File: config.mk
export PLATFORM = sky130hd
export DESIGN_NAME = cfg_dma_engine
export DESIGN_NICKNAME = d
export VERILOG_FILES = /design/src/rtl/cfgdma_pkg.sv /design/src/rtl/cfgdma_trig_reg.sv /design/src/rtl/cfgdma_item_cursor.sv /design/src/rtl/cfgdma_seq.sv /design/src/rtl/cfg_dma_engine.sv
export SDC_FILE = /design/constraint.sdc
export NUM_CORES = 1
export LEC_CHECK = 0
export BUFFER_PORTS_ARGS = -buffer_cell sky130_fd_sc_hd__clkbuf_2
export CORE_UTILIZATION = 50
export CTS_CLUSTER_DIAMETER = 80
export CTS_CLUSTER_SIZE = 16
export DETAILED_ROUTE_END_ITERATION = 10
export PLACE_DENSITY = 0.75
export SLEW_MARGIN = 25
export SYNTH_ARGS = -nofsm -noshare
export SYNTH_HDL_FRONTEND = slang
export SYNTH_SLANG_ARGS = --single-unit
File: constraint.sdc
create_clock -name clk -period 4.8 [get_ports clk]
set_input_delay 0.48 -clock clk [delete_from_list [all_inputs] [get_ports clk]]
set_output_delay 0.48 -clock clk [all_outputs]
set_load 0.05 [all_outputs]
File: src/rtl/cfgdma_pkg.sv
package cfgdma_pkg;
  typedef enum logic [2:0] {
    ST_IDLE,
    ST_FETCH,
    ST_DECIDE,
    ST_COPY,
    ST_SKIP,
    ST_STATUS
  } seq_state_e;

  localparam int CTL_ERR  = 0;
  localparam int CTL_READ = 1;
  localparam int CTL_SKIP = 2;

  // status word with only the error bit set, as bytes 00 00 00 01 in memory
  localparam logic [31:0] STATUS_ERR_WORD = 32'h0100_0000;

  function automatic logic [31:0] swap4(input logic [31:0] v);
    return {v[7:0], v[15:8], v[23:16], v[31:24]};
  endfunction
endpackage

File: src/rtl/cfgdma_trig_reg.sv
module cfgdma_trig_reg
  import cfgdma_pkg::*;
(
  input  logic        clk,
  input  logic        rst_n,
  input  logic        lo_we,
  input  logic        hi_we,
  input  logic [63:0] wdata,
  input  logic        busy,
  input  logic        done,
  output logic [63:0] raw,
  output logic [63:0] desc_addr,
  output logic        start
);
  logic [63:0] raw_q;

  always_ff @(posedge clk) begin
    if (!rst_n) begin
      raw_q <= '0;
    end else if (done) begin
      raw_q <= '0;
    end else if (!busy) begin
      if (hi_we) raw_q[63:32] <= wdata[63:32];
      if (lo_we) raw_q[31:0]  <= wdata[31:0];
    end
  end

  assign raw       = raw_q;
  assign desc_addr = {swap4(raw_q[63:32]), swap4(raw_q[31:0])};
  assign start     = lo_we && !busy;
endmodule

File: src/rtl/cfgdma_item_cursor.sv
module cfgdma_item_cursor #(
  parameter int OFF_W = 32
) (
  input  logic             clk,
  input  logic             rst_n,
  input  logic             clr,
  input  logic             step,
  input  logic             jump,
  input  logic [OFF_W-1:0] jump_len,
  input  logic [OFF_W-1:0] size,
  input  logic [7:0]       raw_byte,
  output logic [OFF_W-1:0] off,
  output logic [7:0]       byte_out
);
  logic [OFF_W-1:0] off_q;

  always_ff @(posedge clk) begin
    if (!rst_n)     off_q <= '0;
    else if (clr)   off_q <= '0;
    else if (step)  off_q <= off_q + OFF_W'(1);
    else if (jump)  off_q <= off_q + jump_len;
  end

  assign off      = off_q;
  assign byte_out = (off_q < size) ? raw_byte : 8'h00;
endmodule

File: src/rtl/cfgdma_seq.sv
module cfgdma_seq
  import cfgdma_pkg::*;
#(
  parameter int OFF_W = 32
) (
  input  logic             clk,
  input  logic             rst_n,
  input  logic             start,
  input  logic [63:0]      desc_addr,
  input  logic [7:0]       item_byte,
  output logic             mem_valid,
  input  logic             mem_ready,
  output logic             mem_we,
  output logic [63:0]      mem_addr,
  output logic [31:0]      mem_wdata,
  output logic [3:0]       mem_wstrb,
  input  logic [31:0]      mem_rdata,
  input  logic             mem_err,
  output logic             step,
  output logic             jump,
  output logic [OFF_W-1:0] jump_len,
  output logic             done,
  output logic             busy
);
  seq_state_e  state;
  logic [1:0]  idx;
  logic        rd_bit, sk_bit, err_q;
  logic [31:0] len, rem;
  logic [63:0] tgt;
  logic        acc;
  logic [31:0] word;

  assign word = swap4(mem_rdata);
  assign acc  = mem_valid && mem_ready;

  always_comb begin
    mem_valid = 1'b0;
    mem_we    = 1'b0;
    mem_addr  = '0;
    mem_wdata = '0;
    mem_wstrb = '0;
    unique case (state)
      ST_FETCH: begin
        mem_valid = 1'b1;
        mem_addr  = desc_addr + {60'd0, idx, 2'b00};
      end
      ST_COPY: begin
        mem_valid = 1'b1;
        mem_we    = 1'b1;
        mem_addr  = tgt;
        mem_wdata = {4{item_byte}};
        mem_wstrb = 4'b0001 << tgt[1:0];
      end
      ST_STATUS: begin
        mem_valid = 1'b1;
        mem_we    = 1'b1;
        mem_addr  = desc_addr;
        mem_wdata = err_q ? STATUS_ERR_WORD : 32'h0;
        mem_wstrb = 4'hF;
      end
      default: ;
    endcase
  end

  assign step     = (state == ST_COPY) && acc && !mem_err;
  assign jump     = (state == ST_SKIP);
  assign jump_len = OFF_W'(len);
  assign done     = (state == ST_STATUS) && acc;
  assign busy     = (state != ST_IDLE);

  always_ff @(posedge clk) begin
    if (!rst_n) begin
      state  <= ST_IDLE;
      idx    <= '0;
      rd_bit <= 1'b0;
      sk_bit <= 1'b0;
      err_q  <= 1'b0;
      len    <= '0;
      rem    <= '0;
      tgt    <= '0;
    end else begin
      unique case (state)
        ST_IDLE: if (start) begin
          state <= ST_FETCH;
          idx   <= '0;
          err_q <= 1'b0;
        end
        ST_FETCH: if (acc) begin
          if (mem_err) begin
            err_q <= 1'b1;
            state <= ST_STATUS;
          end else begin
            idx <= idx + 2'd1;
            unique case (idx)
              2'd0: begin
                rd_bit <= word[CTL_READ];
                sk_bit <= word[CTL_SKIP];
              end
              2'd1: len <= word;
              2'd2: tgt[63:32] <= word;
              default: begin
                tgt[31:0] <= word;
                state     <= ST_DECIDE;
              end
            endcase
          end
        end
        ST_DECIDE: begin
          rem <= len;
          if (rd_bit) begin
            state <= (len == 32'd0) ? ST_STATUS : ST_COPY;
          end else if (sk_bit) begin
            state <= ST_SKIP;
          end else begin
            err_q <= 1'b1;
            state <= ST_STATUS;
          end
        end
        ST_COPY: if (acc) begin
          if (mem_err) begin
            err_q <= 1'b1;
            state <= ST_STATUS;
          end else begin
            tgt <= tgt + 64'd1;
            rem <= rem - 32'd1;
            if (rem == 32'd1) state <= ST_STATUS;
          end
        end
        ST_SKIP:   state <= ST_STATUS;
        ST_STATUS: if (acc) state <= ST_IDLE;
        default:   state <= ST_IDLE;
      endcase
    end
  end
endmodule

File: src/rtl/cfg_dma_engine.sv
module cfg_dma_engine
  import cfgdma_pkg::*;
#(
  parameter int               OFF_W      = 32,
  parameter int               FEAT_W     = 32,
  parameter logic [FEAT_W-1:0] FEAT_OTHER = '0
) (
  input  logic              clk,
  input  logic              rst_n,
  input  logic              trig_lo_we,
  input  logic              trig_hi_we,
  input  logic [63:0]       trig_wdata,
  output logic [63:0]       trig_rdata,
  output logic [FEAT_W-1:0] feature_map,
  output logic              busy,
  input  logic              item_select_clr,
  input  logic [OFF_W-1:0]  item_size,
  output logic [OFF_W-1:0]  item_off,
  input  logic [7:0]        item_rd_data,
  output logic              mem_valid,
  input  logic              mem_ready,
  output logic              mem_we,
  output logic [63:0]       mem_addr,
  output logic [31:0]       mem_wdata,
  output logic [3:0]        mem_wstrb,
  input  logic [31:0]       mem_rdata,
  input  logic              mem_err
);
  localparam int DMA_FEAT_BIT = 1;

  logic [63:0]      desc_addr;
  logic             start, done, step, jump, busy_i;
  logic [OFF_W-1:0] jump_len;
  logic [7:0]       item_byte;

  always_comb begin
    feature_map               = FEAT_OTHER;
    feature_map[DMA_FEAT_BIT] = 1'b1;
  end

  cfgdma_trig_reg u_trig (
    .clk       (clk),
    .rst_n     (rst_n),
    .lo_we     (trig_lo_we),
    .hi_we     (trig_hi_we),
    .wdata     (trig_wdata),
    .busy      (busy_i),
    .done      (done),
    .raw       (trig_rdata),
    .desc_addr (desc_addr),
    .start     (start)
  );

  cfgdma_item_cursor #(.OFF_W(OFF_W)) u_cursor (
    .clk      (clk),
    .rst_n    (rst_n),
    .clr      (item_select_clr && !busy_i),
    .step     (step),
    .jump     (jump),
    .jump_len (jump_len),
    .size     (item_size),
    .raw_byte (item_rd_data),
    .off      (item_off),
    .byte_out (item_byte)
  );

  cfgdma_seq #(.OFF_W(OFF_W)) u_seq (
    .clk       (clk),
    .rst_n     (rst_n),
    .start     (start),
    .desc_addr (desc_addr),
    .item_byte (item_byte),
    .mem_valid (mem_valid),
    .mem_ready (mem_ready),
    .mem_we    (mem_we),
    .mem_addr  (mem_addr),
    .mem_wdata (mem_wdata),
    .mem_wstrb (mem_wstrb),
    .mem_rdata (mem_rdata),
    .mem_err   (mem_err),
    .step      (step),
    .jump      (jump),
    .jump_len  (jump_len),
    .done      (done),
    .busy      (busy_i)
  );

  assign busy = busy_i;
endmodule

# Word-level counts from Yosys, hierarchy flattened
# Index checks and enable logic that the tools add are counted.
# W data, S select, Z words.
# classes
add_sub_neg	6
n_lt_le_gt_ge	1
n_eq_ne	22
shifts	1
n_mux	41
n_bitwise	3
n_reduce_logical	33
# ops
cell	count
$mux W64	4
$mux W32	6
$pmux W64 S3	1
$pmux W32 S2	2
$pmux W64 S2	1
$add A64 B1 Y64 const B	1
$add A64 B4 Y64	1
$add A32 B1 Y32 const B	1
$add A32 B32 Y32	1
$eq A32 B1 Y1 const B	1
$logic_not A32 Y1	1
$lt A32 B32 Y1	1
$sub A32 B1 Y32 const B	1
$mux W3	10
$mux W25	1
$reduce_and A6 Y1	4
$pmux W3 S6	1
$ne A2 B2 Y1 const B	7
$reduce_and A4 Y1	3
$ne A2 B1 Y1 const B	5
$mux W1	8
$mux W8	1
$pmux W4 S2	1
$reduce_bool A2 Y1	4
other kinds (21)	40
# word_totals
reg_bits	232
in_bits	143
output_inout_bits	231
elab_cells	119

# Longest topological paths before layout
# logic_depth
depth_word	7
depth_mapped	17
mapped_depth_nobuf	17

# Modules after synthesis
# A second synthesis with hierarchy kept.
# unflattened
hier_cells	2512
hier_area_um2	17922.2
# modules_own_cells
mod	instances	cells_each	area_per_inst_um2	seq_area_each_um2
cfgdma_seq	1	1598	10861.7	2722.6
cfgdma_item_cursor	1	533	4052.6	640.6
cfgdma_trig_reg	1	346	2746.4	1281.2
cfg_dma_engine	1	35	261.5	0.0

# Worst setup path after synthesis
# No wires, ideal clock.
# synth_path
path_kind	reg-to-output
startpoint	reg u_trig.raw_q[16] (netlist: u_trig.raw[16])
endpoint	out mem_addr[52]
arrival_ns	3.828
required_ns	4.320
path_slack_ns	0.492
path_stages_with_launch	11
n_path_buf	1
cell_sequence	dfxtp_1 buf_2 nand4_1 nor4_2 nand3_1 or3_1 or2_1 nor3_2 nand3_1 xor2_1 o21ai_0
# synth_via
elab_chain_cells	2
# synth_lines
item	line_no	text
from (decl)	cfgdma_trig_reg.sv:15	logic [63:0] raw_q;
from (signal assigned)	cfgdma_trig_reg.sv:24	if (lo_we) raw_q[31:0] <= wdata[31:0];
$add A64 B4 Y64	cfgdma_seq.sv:45	mem_addr = desc_addr + {60'd0, idx, 2'b00};
$pmux W64 S3	cfgdma_seq.sv:42	unique case (state)
to (decl)	cfg_dma_engine.sv:23	output logic [63:0] mem_addr,
# Every way passes these cells.

# Worst setup path after layout
# layout_path
startpoint	reg u_trig.raw_q[16] (netlist: u_trig.raw[16])
endpoint	out mem_addr[54]
# Same word-level chain as after synthesis.

==> metrics.txt <==
initial antenna violation count=2; reg2reg end=u_cursor.off[28]; number of synthesized flops with an enable pin=0; cell area after placement=0.0184 mm^2; Reg clk slew, reported paths=80 ps; met1 wire length=24700 um; worst hold path type=input pin to flip-flop; Nets=2877; cts hold-fix bufs=0; RR Startpoint=u_seq.state[2]; cts repair resizes=0; Via Count=19100; Final setup violation count=0; Clock Sinks=232; Area Overhead vs Synth=13.4%; WP buf/inv=1; Die W=185 um; Slowest-stage cell, CP=dfxtp_1; DP Worst Slack=189 ps; Arr. time, crit path=3950 ps; I/O Buffers=341; Initial DRC Count=2058; GPL Wtd Cong=0.929; Avg Synthesized Cell Area=6.81 um^2; Register Area=0.00465 mm^2; R2R setup slack=650 ps; Critical Path Start Type=flip-flop; post-route cell area=0.0189 mm^2; Clk Latency, worst-skew pair=520 ps; maxcap violations=0; DRC=0; Synth area leader=dfxtp_1; drt pass-1 iters=6; die height=185 um; IO Count=374; Min-Delay Endpoint=u_trig.raw[3]; WHS Path Cells=3; sequential area share after synthesis=27.9%; Main synth FF type=dfxtp_1; layout cells sized above 1=16.4%; CP cell instances=nand4_1 -> nor4_2 -> nand3_1 -> or3_1 -> or2_1 -> or3_1 -> nor4_1 -> a21oi_1 -> o21ai_1 -> clkbuf_2; FF+latch count, synth=232; Static Leak=7.76 nW; part of the cycle the worst path needs=92.2%; Max rail drop VDD=0.266 mV; Top Family by Delay on Critical Path=simple AND/OR/NAND/NOR gates; largest net degree at the start of global routing=123; clock root cell=clkbuf_16; final total power=4.45 mW; TritonCTS clock tree=yes; fin crit period=4430 ps; Max FO, Critical Path=9; Remaining Overflow, GRT=0; Final HPWL DP=44600 um; Core Box Area=0.0327 mm^2; setup ws final=375 ps; setup_tns=0 ps; largest cells by area after synthesis=dfxtp_1 (28%), nand2_1 (10%), a21oi_1 (9.6%), ha_1 (5.6%), o21ai_0 (4.6%); vias in the first global route=16900; Syn Inst Count=2449; Max Used Layer=met5; Final Routed Wirelength=60500 um; first-pass GRT wire length=93300 um; async set-or-reset flop fraction in the synthesized netlist=0%; Met3 Routed Length=5810 um; Worst Max-Slew Pin Slew=1030 ps; final slew viol count=0; crit path capture type=output pin; most used cell, CP=or3_1; FF-to-FF path depth=16; multi-input logic area=0.0109 mm^2; Worst path max stage delay=530 ps; Worst slew margin=31.1%; Longest Clk Path Bufs=3; cts bufs inserted=19; met2 wire length=27100 um; antenna-violating nets left=0; wire per inst=19.5 um; initial core utilization=51.0%; All-Layer GR Usage=34.4%; Netlist Area Pre-Place=0.0167 mm^2; die area=0.0341 mm^2; Max Clock Skew=18.2 ps; htree depth=1; crit path kind=flip-flop to output pin; Fmax achieved=226 MHz; Ys Warns=0; Power per Cell Area=235 mW/mm^2; RSZ-0062 raised after global routing=false; Post-CTS Setup Bufs=0; synth unique cells=81; WP data required=4320 ps; FILL cells=3176; vias per inst=6.15; row count=66; final hold vios=0; min-delay src=trig_wdata[3]; outcome=complete, no violations; Yosys top cell area share=27.9%
## area by class of cell
class	count	share of cell area, %
Antenna cell	1	0.0132
Clock buffer	21	2.61
Clock inverter	6	0.344
Inverter	78	1.55
Multi-Input combinational cell	1952	57.5
Sequential cell	232	24.6
Tap cell	442	2.92
Timing Repair Buffer	375	10.5
## worst register-to-register path, delay by kind of cell (launching register included)
family	cells	cell delay, ps
flops	1	320
buf+inv	2	330
simple gates	7	970
compound gates	6	2080
fa+ha+maj	1	330
## layout by cell type, fill, tap and decap left out, types with 6 or more instances in the layout
cell,count
and2_1,71
nor2b_1,16
a21oi_1,320
inv_1,76
ha_1,74
and3_1,33
clkbuf_16,19
conb_1,32
buf_4,33
o21a_1,19
a211oi_1,29
o22ai_1,17
xor2_1,14
a31oi_1,22
dfxtp_1,229
a32oi_1,6
nand4_1,48
o21ai_1,6
nand2b_1,9
a22o_1,10
or3_1,18
o32ai_1,11
nor3_1,63
nor4_1,40
a21o_1,19
and4_1,9
nor2_1,189
o211ai_1,20
xnor2_1,17
o21ai_0,153
nand2_1,463
a22oi_1,22
clkbuf_2,340
nand3_1,81
o31ai_1,19
## through the flow
stage          utilization (%)  hold WS (ps)  instances
6_report                  57.8           172       3107
5_1_grt                   57.8           167       3107
4_1_cts                   57.8           160       3106
3_5_place_dp              56.1           471       3079
3_3_place_gp              56.1           456       3079
2_1_floorplan                -           441       2479
## cell families (layout without fill, tap and decap cells)
logic type,after synthesis,count (layout),share of synthesized area (%)
simple gates,1078,1078,30.5
compound gates,729,729,25.9
buf+inv,295,480,7.94
flops,232,232,27.9
fa+ha+maj,76,76,5.79
xor+xnor,31,31,1.63
mux,6,6,0.383
other cells,2,33,0.0450
## per-layer routing
metal  track usage [%]  vias to the layer above
met4              16.4                        2
met5                 0                        -
li1                  -                     9029
met3              5.71                      155
met2              53.9                     1018
met1              45.9                     8892
## state kept, by name (all words and copies together), names as in the netlist
name / cells
u_seq.err_q: 1
u_seq.rem: 32
u_seq.tgt: 64
u_trig.raw: 64
u_seq.rd_bit: 1
u_seq.sk_bit: 1
u_seq.state: 3
u_seq.jump_len: 32
u_seq.idx: 2
u_cursor.off: 32
## power by group
| group | switching, mW | leakage, nW | internal, mW |
|---|---|---|---|
| sequential | 0.0784 | 1.88 | 1.97 |
| clock | 0.773 | 0.279 | 0.794 |
| combinational | 0.632 | 5.60 | 0.201 |
## how the worst max path moves through the flow
stage	from	cells after the start	slack, ps	endpoint
after floorplan	u_trig.raw[16]	10	490	mem_addr[52]
after global placement	mem_err	16	430	u_cursor.off[28]
after detailed placement	mem_err	16	190	u_cursor.off[28]
after CTS	u_trig.raw[16]	10	400	mem_addr[54]
after global routing	u_trig.raw[16]	10	150	mem_addr[52]
final	u_trig.raw[16]	10	370	mem_addr[54]
## cells in the mapped netlist, types with 9 or more instances
| master | number |
|---|---|
| o32ai_1 | 11 |
| nor2b_1 | 16 |
| nand2b_1 | 9 |
| buf_1 | 20 |
| nand4_1 | 48 |
| dfxtp_1 | 232 |
| a31oi_1 | 22 |
| nand3_1 | 81 |
| and3_1 | 33 |
| and4_1 | 9 |
| o21ai_0 | 154 |
| nand2_1 | 464 |
| a22o_1 | 10 |
| inv_1 | 77 |
| nor3_1 | 63 |
| a22oi_1 | 22 |
| and2_1 | 71 |
| o211ai_1 | 20 |
| o22ai_1 | 17 |
| ha_1 | 74 |
| a211oi_1 | 29 |
| a21oi_1 | 321 |
| or3_1 | 18 |
| a21o_1 | 20 |
| nor4_1 | 40 |
| xor2_1 | 14 |
| nor2_1 | 190 |
| xnor2_1 | 17 |
| buf_4 | 55 |
| o21a_1 | 20 |
| clkbuf_1 | 139 |
| o31ai_1 | 19 |
(Power assumes the default switching activity.)
